## config.mk

```make
export PLATFORM = sky130hd
export DESIGN_NAME = audio_serializer
export DESIGN_NICKNAME = d
export VERILOG_FILES = /design/src/rtl/ser_pkg.sv /design/src/rtl/ser_timing.sv /design/src/rtl/ser_word.sv /design/src/rtl/audio_serializer.sv
export SDC_FILE = /design/constraint.sdc
export NUM_CORES = 1
export LEC_CHECK = 0
export CORE_ASPECT_RATIO = 0.8
export CORE_MARGIN = 3
export CORE_UTILIZATION = 36
export DETAILED_ROUTE_END_ITERATION = 8
export DONT_BUFFER_PORTS = 1
export PLACE_DENSITY = 0.61
export SETUP_SLACK_MARGIN = 0.05
export SYNTH_ARGS = -nofsm -noshare
export SYNTH_HDL_FRONTEND = slang
export SYNTH_SLANG_ARGS = --single-unit
```

## constraint.sdc

```tcl
create_clock -name clk -period 2.06 [get_ports clk]
set_clock_uncertainty 0.15 [all_clocks]
set_input_delay 0.206 -clock clk [delete_from_list [all_inputs] [get_ports clk]]
set_output_delay 0.206 -clock clk [all_outputs]
set_load 0.02 [all_outputs]
```

## src/rtl/ser_pkg.sv

```systemverilog
package ser_pkg;

  typedef enum logic [1:0] {
    RATE_32  = 2'd0,
    RATE_48  = 2'd1,
    RATE_64  = 2'd2,
    RATE_ALT = 2'd3
  } rate_e;

  typedef struct packed {
    rate_e rate;
    logic  wc_inv;
    logic  lsb_first;
  } ser_cfg_t;

  localparam int STROBES_PER_FRAME = 384;
  localparam int DIV_W  = 3;
  localparam int SLOT_W = 6;

  // strobes per bit-clock phase
  function automatic logic [DIV_W-1:0] phase_len(rate_e r);
    case (r)
      RATE_48: return DIV_W'(4);
      RATE_64: return DIV_W'(3);
      default: return DIV_W'(6);
    endcase
  endfunction

  // bit slots per half-frame
  function automatic logic [SLOT_W-1:0] half_slots(rate_e r);
    case (r)
      RATE_48: return SLOT_W'(24);
      RATE_64: return SLOT_W'(32);
      default: return SLOT_W'(16);
    endcase
  endfunction

endpackage

```

## src/rtl/ser_timing.sv

```systemverilog
module ser_timing
  import ser_pkg::*;
(
  input  logic              clk,
  input  logic              rst_n,
  input  logic              tick_en,
  input  rate_e             rate,
  output logic              bck,
  output logic              lr,
  output logic [SLOT_W-1:0] slot,
  output logic              frame_last
);

  logic [DIV_W-1:0]  div_q;
  logic              bck_q, lr_q;
  logic [SLOT_W-1:0] slot_q;
  logic [DIV_W-1:0]  plen;
  logic [SLOT_W-1:0] nslots;
  logic              phase_end, falling, slot_wrap;

  always_comb begin
    plen      = phase_len(rate);
    nslots    = half_slots(rate);
    phase_end = tick_en && (div_q == plen - DIV_W'(1));
    falling   = phase_end && bck_q;
    slot_wrap = (slot_q == nslots - SLOT_W'(1));
  end

  always_ff @(posedge clk) begin
    if (!rst_n) begin
      div_q  <= '0;
      bck_q  <= 1'b0;
      lr_q   <= 1'b0;
      slot_q <= '0;
    end else if (tick_en) begin
      div_q <= phase_end ? '0 : div_q + DIV_W'(1);
      if (phase_end) bck_q <= ~bck_q;
      if (falling) begin
        if (slot_wrap) begin
          slot_q <= '0;
          lr_q   <= ~lr_q;
        end else begin
          slot_q <= slot_q + SLOT_W'(1);
        end
      end
    end
  end

  assign bck        = bck_q;
  assign lr         = lr_q;
  assign slot       = slot_q;
  assign frame_last = falling && slot_wrap && lr_q;

  // no strobe, no movement
  assert_hold_on_idle_R10: assert property (@(posedge clk) disable iff (!rst_n)
    !tick_en |=> ($stable(bck_q) && $stable(lr_q) && $stable(slot_q) && $stable(div_q)));

  // channel flips only together with a bit-clock fall
  assert_lr_on_fall_R6: assert property (@(posedge clk) disable iff (!rst_n)
    (lr_q != $past(lr_q)) |-> ($past(bck_q) && !bck_q));

  // slot index stays inside the current ratio
  assert_slot_bound_R1: assert property (@(posedge clk) disable iff (!rst_n)
    slot_q < nslots);

endmodule

```

## src/rtl/ser_word.sv

```systemverilog
module ser_word
  import ser_pkg::*;
#(
  parameter int WORD_W = 16
) (
  input  logic              clk,
  input  logic              rst_n,
  input  logic              load,
  input  logic              in_valid,
  input  logic [WORD_W-1:0] in_left,
  input  logic [WORD_W-1:0] in_right,
  input  logic              lr,
  input  logic [SLOT_W-1:0] slot,
  input  logic              lsb_first,
  output logic              sdata
);

  localparam int IDX_W = (WORD_W > 1) ? $clog2(WORD_W) : 1;

  logic [WORD_W-1:0] left_q, right_q, cur;
  logic [IDX_W-1:0]  idx;

  always_ff @(posedge clk) begin
    if (!rst_n) begin
      left_q  <= '0;
      right_q <= '0;
    end else if (load) begin
      left_q  <= in_valid ? in_left  : '0;
      right_q <= in_valid ? in_right : '0;
    end
  end

  always_comb begin
    cur = lr ? right_q : left_q;
    idx = lsb_first ? slot[IDX_W-1:0] : IDX_W'(WORD_W - 1) - slot[IDX_W-1:0];
    sdata = (slot < SLOT_W'(WORD_W)) ? cur[idx] : 1'b0;
  end

  // the load request never lasts two cycles
  assert_single_request_R8: assert property (@(posedge clk) disable iff (!rst_n)
    load |=> !load);

endmodule

```

## src/rtl/audio_serializer.sv

```systemverilog
module audio_serializer
  import ser_pkg::*;
#(
  parameter int WORD_W = 16
) (
  input  logic              clk,
  input  logic              rst_n,
  input  logic              tick_en,
  input  logic [1:0]        rate_sel,
  input  logic              wc_invert,
  input  logic              lsb_first,
  input  logic              in_valid,
  output logic              in_ready,
  input  logic [WORD_W-1:0] in_left,
  input  logic [WORD_W-1:0] in_right,
  output logic              bck,
  output logic              wclk,
  output logic              sdata
);

  ser_cfg_t          cfg_q;
  logic              lr;
  logic [SLOT_W-1:0] slot;
  logic              frame_last;

  always_ff @(posedge clk) begin
    if (!rst_n) begin
      cfg_q <= '{rate: RATE_32, wc_inv: 1'b0, lsb_first: 1'b0};
    end else if (frame_last) begin
      cfg_q <= '{rate: rate_e'(rate_sel), wc_inv: wc_invert, lsb_first: lsb_first};
    end
  end

  ser_timing u_timing (
    .clk        (clk),
    .rst_n      (rst_n),
    .tick_en    (tick_en),
    .rate       (cfg_q.rate),
    .bck        (bck),
    .lr         (lr),
    .slot       (slot),
    .frame_last (frame_last)
  );

  ser_word #(.WORD_W(WORD_W)) u_word (
    .clk       (clk),
    .rst_n     (rst_n),
    .load      (frame_last),
    .in_valid  (in_valid),
    .in_left   (in_left),
    .in_right  (in_right),
    .lr        (lr),
    .slot      (slot),
    .lsb_first (cfg_q.lsb_first),
    .sdata     (sdata)
  );

  assign in_ready = frame_last;
  assign wclk     = lr ^ cfg_q.wc_inv;

  // configuration is adopted only at the request edge
  assert_cfg_at_boundary_R7: assert property (@(posedge clk) disable iff (!rst_n)
    (cfg_q != $past(cfg_q)) |-> $past(in_ready));

endmodule

```

-- Word level (Yosys, flattened, before mapping)
Cells that the tools add are included.
- add/sub/neg operators: 5
- reduce and logical (&&, ||, !) cells: 7
- multiplexer cells: 11
- equal/unequal tests: 4
- magnitude comparators: 2
- bitwise gates (word level): 3
- operators with widths (cell ; number):
    $mux 16 ; 3
    $pmux 6 s2 ; 1
    $add 6x1->6 const B ; 1
    $eq 6x6->1 ; 1
    $lt 6x5->1 const B ; 1
    $mux 6 ; 1
    $pmux 3 s2 ; 1
    $sub 6x1->6 const B ; 1
    $lt 4x5->1 const B ; 1
    $bmux 1 s4 ; 1
    $logic_and 1x1->1 ; 4
    $mux 4 ; 1
    $reduce_and 2->1 ; 2
    $sub 4x4->4 const A ; 1
    $add 3x1->3 const B ; 1
    $eq 3x3->1 ; 1
    $mux 3 ; 1
    $reduce_and 3->1 ; 1
    $sub 3x1->3 const B ; 1
    $eq 2x1->1 const B ; 1
    $eq 2x2->1 const B ; 1
    $mux 1 ; 2
    $not 1->1 ; 2
    $xor 1x1->1 ; 1
- register bits: 47
- output and inout port bits: 4
- input bits: 40
- logic and storage cells: 41

-- Logic depth before layout (Yosys ltp)
Gate-level depths: netlist of the first run.
- depth in word-level cells: 8
- depth in mapped cells: 9
- mapped depth without buffers: 8

-- Cells and area by module
Synthesis of the first run repeated with hierarchy kept, for this count alone.
- cell total of the unflattened synthesis: 302
- area, all modules: 2728.9 µm²
- modules (own cells, without submodules) (module ; area an instance (µm²) ; instances ; sequential area each (µm²) ; cells each):
    ser_word ; 1899.3 ; 1 ; 640.6 ; 219
    ser_timing ; 664.4 ; 1 ; 220.2 ; 69
    audio_serializer ; 165.2 ; 1 ; 80.1 ; 14

-- Least setup slack after synthesis of the first run
OpenSTA, ideal clock, no wires.
- kind: reg2reg
- from: register cfg_q[2] (netlist name)
- to: register u_word.left_q[5]
- buffers on the path: 1
- library setup time: 0.066 ns
- stages on the path, launching flop included: 10
- path slack: -0.079 ns
- data required time: 1.844 ns
- clock period less this slack: 2.139 ns
- arrival time: 1.923 ns
- path through: dfxtp_1 > inv_1 > ha_1 > xor3_1 > nor4_4 > nand4_4 > clkinv_2 > buf_6 > nand3_2 > a21boi_2
- word-level cells in the longest chain between the ends: 8
- elaborated cells between the ends (all ways): 12
- those cells by class: add/sub: 2; eq/ne: 4; mux: 2; reduce/logical: 4
- RTL lines (element ; line ; RTL):
    start, declared ; audio_serializer.sv:21 ; ser_cfg_t cfg_q;
    start signal, assigned ; audio_serializer.sv:28 ; cfg_q <= '{rate: RATE_32, wc_inv: 1'b0, lsb_first: 1'b0};
    start signal, assigned ; audio_serializer.sv:30 ; cfg_q <= '{rate: rate_e'(rate_sel), wc_inv: wc_invert, lsb_first: lsb_first};
    parallel branches: the longest is 6 deep, another holds $sub 6x1->6 ; - ;
    $logic_and 1x1->1 * (2 in series) ; ser_timing.sv:52 ; assign frame_last = falling && slot_wrap && lr_q;
    net in_ready ; audio_serializer.sv:13 ; output logic in_ready,
    end signal, assigned ; ser_word.sv:28 ; left_q <= in_valid ? in_left : '0;
    end, declared ; ser_word.sv:20 ; logic [WORD_W-1:0] left_q, right_q, cur;
Mark *: on every way through the listed nets, which the timed path passes.
A chain may end at the register's enable or synchronous reset.

-- Worst setup path after layout of the first run
- from: register u_timing.slot_q[1], in the netlist u_timing.slot[1]
- to: output port sdata
- word-level cells in the longest chain between the ends: 5
- elaborated cells between the ends (all ways): 6
- those cells by class: add/sub: 1; order compare: 1; mux: 4
- RTL lines (element ; line ; RTL):
    start, declared ; ser_timing.sv:16 ; logic [SLOT_W-1:0] slot_q;
    start signal, assigned ; ser_timing.sv:43 ; slot_q <= slot_q + SLOT_W'(1);
    $sub 4x4->4 ; ser_word.sv:35 ; idx = lsb_first ? slot[IDX_W-1:0] : IDX_W'(WORD_W - 1) - slot[IDX_W-1:0];
    $mux 4 ; ser_word.sv:35 ;
    $bmux 1 s4 ; ser_word.sv:36 ; sdata = (slot < SLOT_W'(WORD_W)) ? cur[idx] : 1'b0;
    $mux 1 (implied by the code) ; ser_word.sv:36 ;
    $mux 1 * ; ser_word.sv:36 ;
    end, declared ; audio_serializer.sv:18 ; output logic sdata
Every way passes the cells marked *; elsewhere a longest branch is shown, timed or not. The select of a mux whose other input is x is not followed.

==> results.yml, run 1 <==
timing:
  rsz0062_at_grt: "yes"
  hold_violations: 0
  fin_crit_ps: 2280
  slew_headroom: 0.685
  hold_ws_ps: 14.8
  setup-tns-final_ps: -3260
  setup_viol: 38
  fin_crit_sh: 1.11
  worst_pin_slew_ps: 470
  setup_slack_ps: -217
  drv_slew: 0
  max_freq_mhz: 439
logic_synthesis:
  synth_ff_type: "dfxtp_1"
  synth_top_family_by_area: "simple AND/OR/NAND/NOR gates"
  synth_compound_area_frac: 0.202
  synth_edf_count: 0
  avgSynthCellArea_sq_um: 8.51
  yosys.area_share.simple: 0.260
  synthCells: 309
  synth_cell_type_count: 46
  synth_xor_area_frac: 0.0557
  synth_fa_ha_area_frac: 0.0238
  synthMuxAreaShare: 0.0476
  yosysWarnings: 0
  synth-seq-area-share: 0.358
  synth_nets: 354
  syn-cell-area_sq_mm: 0.00263
  synth-seq-cells: 47
  synth_async_sr_flop_share: 0
pwr:
  peakVddDrop_mv: 0.225
  power.total_uw: 1650
  leakage_uw: 0.00150
  clkPwrFrac: 0.370
  sw_frac_of_total: 0.236
  p_comb_frac: 0.078
  p_sw_uw: 390
  power_density_mw_per_mm2: 396
  p_int_uw: 1260
  p_seq_frac: 0.553
setup_path:
  cp-start-kind: "flip-flop"
  rr_startpoint: "cfg_q[2]$_SDFFE_PN0P_"
  critPathKind: "reg -> out"
  worst-path-max-fanout: 9
  worstPathArrival_ps: 1920
  crit_path_start: "u_timing.slot[1]$_SDFFE_PN0P_"
  critPathCaptureType: "primary output"
  cp.required_ps: 1700
clocking:
  cts-root-buf: "clkbuf_8"
  cts_inserted_buffers: 5
  cts_tree: "yes"
  clock_latency_ps: 310
  cts_max_level: 2
  clk_pin_slew_ps: 100
  clockBufferDepth: 2
  clock_sinks: 47
route:
  vias: 2460
  wl_per_cell_um: 16.7
  avgViaCountPerCell: 5.27
  ant_nets: 0
  wirelength_mm: 7.79
  first_iter_violations: 141
  dr.pass1.iters: 4
  route.detailed.drc: 0
grt:
  antenna_found_initial: 0
  grt_overflow_total: 0
  grt_max_degree: 45
  gr-usage-all-layers: 0.194
  grt_pass1_wl_mm: 12.4
  grt_pass1_vias: 2416
placement:
  io_buffers: 0
  dp_hpwl_mm: 4.55
  place.gp.congestion: 0.921
cells_and_area:
  final.fill_count: 580
  diodes: 0
  syn_to_final_growth_pct: 58.4
  final_layout_size_suffix_gt1_frac: 0.426
  nets: 424
floorplanning:
  core_sq_mm: 0.00699
  start_util: 0.376
  die-area_sq_mm: 0.00837
  die_w_um: 102
  pin_count: 44
  num_rows: 27
  die_h_um: 82.4
hold_path:
  min-delay-start: "tick_en"
  hold_path_class: "in -> reg"
run_status:
  outcome: "finished with violations"
  violations: "setup timing"
run:
  cap_violations: 0
power by group through the flow:
stage,Clock (uW),Sequential (uW),Combinational [uW]
final,610,912,128
after global routing,661,913,138
after CTS,629,912,114
after detailed placement,0,935,23.5
after global placement,0,935,23.0
after floorplan,0,934,36.6
per-stage QoR:
step                      instances   util  worst slack, ps  area, sq um
after floorplan                 309      -             57.7         2650
after global placement          401  0.413            -52.7         2890
after detailed placement        401  0.413            -85.6         2890
after CTS                       467  0.571             -202         3990
after global routing            467  0.596             -335         4170
final                           467  0.596             -217         4170
logic make-up after synthesis:
family	count (synthesis)
compound gates	71
xor+xnor	15
fa+ha+maj	5
buf+inv	28
flops	47
mux	12
simple gates	131
final cells by class:
class	instances	area, sq um	area share
repair buffers	86	1050	0.251
flip-flops and latches	47	952	0.229
inverters	5	23.8	0.00571
clock inverters	1	8.76	0.00210
well taps	87	109	0.0261
clock buffers	7	86.3	0.0207
multi-input cells	234	1940	0.465
critical path: stages, from the launching register on:
cell      delay (ps)
dfxtp_4          390
buf_4            170
and3b_1          170
o21ai_0          190
nand3b_1         140
a211o_1          300
a22o_4           260
layout by cell type (no fill, tap or decap), types with 6 or more instances in the layout:
cell type / count
and2_1: 7
buf_4: 24
buf_12: 9
nand2_4: 6
dfxtp_1: 40
nand2_1: 20
nand3_2: 24
mux2i_1: 8
dlygate4sd3_1: 38
a21boi_1: 21
xnor2_1: 6
buf_16: 8
dfxtp_2: 6
nor2_1: 9
xor2_1: 7
clkbuf_8: 6
o21ai_0: 6
nand2_2: 30
o22ai_1: 8
a21boi_2: 15
nand3_4: 7
state kept, by name (all words and copies together), names as in the netlist:
signal	count
u_word.left_q	16
u_word.right_q	16
u_timing.div_q	3
cfg_q	4
u_timing.bck	1
u_timing.slot	6
u_timing.lr	1
timing repair:
| item | CTS | global route |
|---|---|---|
| gates resized for setup | 91 | 45 |
| hold buffers | 39 | 1 |
| endpoints found under the hold margin | 47 | 1 |
| cloned | 10 | 0 |
| setup buffers | 11 | 1 |
| setup endpoints to repair | 39 | 44 |
| pin swaps | 64 | 35 |
cell usage after synthesis, types with 2 or more instances:
cell type	count	area (sq um)
a21boi_0	8	60.1
a21boi_1	24	180
a21boi_2	5	56.3
a21oi_1	2	10.0
a221oi_1	4	35.0
a22oi_1	2	15.0
and2_1	7	43.8
and3_1	2	12.5
and3b_1	3	26.3
buf_2	7	35.0
buf_6	3	33.8
clkbuf_1	12	45.0
dfxtp_1	47	941
ha_1	5	62.6
inv_1	4	15.0
mux2_2	4	45.0
mux2i_1	8	80.1
nand2_1	56	210
nand2b_1	2	12.5
nand3_1	30	150
nand3_2	5	50.1
nand3b_1	2	15.0
nand4_1	3	18.8
nor2_1	9	33.8
nor3b_1	4	30.0
o211ai_1	2	15.0
o21ai_0	8	40.0
o221ai_1	2	17.5
o22ai_1	8	50.1
or2_2	3	18.8
xnor2_1	7	61.3
xor2_1	7	61.3
routing by layer:
layer | GRT usage | up-vias | part of all wire | wire length (um)
met5 | 0 | - | 0 | 0
met4 | 0.0611 | 0 | 0.012 | 97
met3 | 0.0327 | 9 | 0.049 | 383
met2 | 0.307 | 54 | 0.46 | 3550
met1 | 0.269 | 1168 | 0.48 | 3760
li1 | - | 1229 | - | -
path summary, 6_finish.rpt:
| kind | slack [ps] | cells past startpoint | endpoint |
|---|---|---|---|
| worst min-delay path | 10 | 3 | u_timing.div_q[1]$_SDFFE_PN0P_ |
| worst min register to register | 320 | 2 | u_word.left_q[12]$_SDFFE_PN0P_ |
| worst max-delay path | -220 | 6 | sdata |
| worst max register to register | -120 | 10 | u_word.right_q[12]$_SDFFE_PN0P_ |
(Power assumes the default switching activity.)
==> run 2: changes to the inputs <==
GPL_ROUTABILITY_DRIVEN = 0   (was default)
RECOVER_POWER = 50   (was default)
==> run 2 against run 1 <==
Cell count down 1.7%. Register-to-register slack worse by 20 ps. Maximum frequency up 0.72%. Non-clock buffer count down 8. Sequential share of layout area up 1.1 points. Largest power group unchanged. The flow still finishes with violations (setup timing).
==> results.yml, run 2 (synthesis results as in run 1) <==
run_status:
  outcome: "finished with violations"
  violations: "setup timing"
setup_path:
  critPathCaptureType: "primary output"
  slowest_stage: "dfxtp_4"
  rr_worst_depth: 11
  cp.required_ps: 1700
  crit_cells: 7
  crit_chain: "buf_4, buf_4, nor3b_1, o21ai_1, nand3b_1, a211o_1, a22o_2"
  cp-start-kind: "flip-flop"
  worst-path-max-fanout: 7
  critPathKind: "reg -> out"
  worstPathArrival_ps: 1900
  cpMostUsedCell: "buf_4"
  crit_family: "compound AO/OA/AOI/OAI gates"
  path_buf_inv: 2
  cpPeakStageDelay_ps: 380
timing:
  hold_ws_ps: 12.3
  worst_pin_slew_ps: 699
  max_freq_mhz: 442
  fin_crit_ps: 2260
  hold_violations: 0
  slew_headroom: 0.534
  drv_slew: 0
  setup-tns-final_ps: -3110
  rsz0062_at_grt: "yes"
  setup_slack_ps: -201
  setup_viol: 38
  fin_crit_sh: 1.10
cells_and_area:
  syn_to_final_growth_pct: 51.9
  final_cell_area_sq_mm: 0.00399
  fin_cells: 459
  nets: 416
  final_layout_size_suffix_gt1_frac: 0.384
  diodes: 0
  layout_commonest_cell: "nand2_1"
  final_cell_mix: "nand2_1, dfxtp_1, dlygate4sd3_1, nand3_2"
route:
  wl_per_cell_um: 15.9
  avgViaCountPerCell: 5.18
  first_iter_violations: 77
  wirelength_mm: 7.31
  vias: 2377
  ant_nets: 0
  wl_met3_um: 334
  wl_met2_mm: 3.39
  route.detailed.drc: 0
  dr.pass1.iters: 4
  routed.top_layer: "met4"
  wl_met1_mm: 3.52
grt:
  grt_max_degree: 45
  grt_overflow_total: 0
  grt_pass1_vias: 2306
  grt_pass1_wl_mm: 11.5
  antenna_found_initial: 0
  gr-usage-all-layers: 0.177
clocking:
  cts_inserted_buffers: 5
  cts_tree: "yes"
  cts_max_level: 2
  cts-root-buf: "clkbuf_8"
  clock_latency_ps: 310
  clock_sinks: 47
  clockBufferDepth: 2
  clk_pin_slew_ps: 100
pwr:
  power_density_mw_per_mm2: 441
  peakVddDrop_mv: 0.273
  leakage_uw: 0.00138
floorplanning:
  die_w_um: 102
  pin_count: 44
  die_h_um: 82.4
  num_rows: 27
  die-area_sq_mm: 0.00837
  start_util: 0.376
  core_sq_mm: 0.00699
placement:
  place_inst: 401
  placed_cell_area_sq_mm: 0.00289
  dp_hpwl_mm: 4.67
  io_buffers: 0
  pre_cts_ws_ps: -59.8
run:
  cap_violations: 0
hold_path:
  hold_path_class: "in -> reg"
  holdPathStages: 3
==> run 2: through the flow <==
stage	total power, uW	util
after global routing	1800	0.571
after detailed placement	959	0.413
after floorplan	971	-
after CTS	1770	0.548
after global placement	958	0.413
final	1760	0.571
==> run 2: report_power, final <==
part | total (uW) | switching (uW) | internal (uW)
sequential | 910 | 3.40 | 907
combinational | 128 | 53.7 | 74.6
clock | 721 | 355 | 366
total | 1760 | 412 | 1350
==> run 2: what timing repair did <==
action | in CTS | in global routing
gates resized for setup | 73 | 49
gates cloned | 3 | 0
setup endpoints to repair | 39 | 43
hold buffers | 40 | 0
pin swaps | 74 | 13
buffers inserted | 6 | 4
hold endpoints to repair | 47 | 0
==> run 2: path summary, 6_finish.rpt <==
path / startpoint / to / slack (ps)
setup / recovery: u_timing.slot[2]$_SDFFE_PN0P_ / sdata / -200
hold / removal: tick_en / u_timing.div_q[1]$_SDFFE_PN0P_ / 10
setup reg to reg: cfg_q[2]$_SDFFE_PN0P_ / u_word.left_q[6]$_SDFFE_PN0P_ / -140
hold reg to reg: u_word.left_q[3]$_SDFFE_PN0P_ / u_word.left_q[3]$_SDFFE_PN0P_ / 310
==> run 2: final cells by class <==
class	instances	area (sq um)
tap	87	109
sequential	47	957
fill	615	3000
clock buffer	5	68.8
clock inverter	3	46.3
timing repair buffer	78	821
inverter	5	23.8
multi-input combinational	234	1970
==> run 2: worst register-to-register path, stage by stage (launching register included) <==
cell and delay, ps:
dfxtp_2 360, inv_2 60, ha_4 160, xor3_1 390, nor4_4 230, nand4_4 150
clkinv_4 100, buf_12 130, buf_6 110, buf_12 130, nand3_4 60, a21boi_2 130
==> run 2: routing by layer <==
layer | track usage | vias up
met1 | 0.239 | 1107
met5 | 0 | -
met2 | 0.290 | 50
met3 | 0.0470 | 9
met4 | 0.0305 | 0
li1 | - | 1211
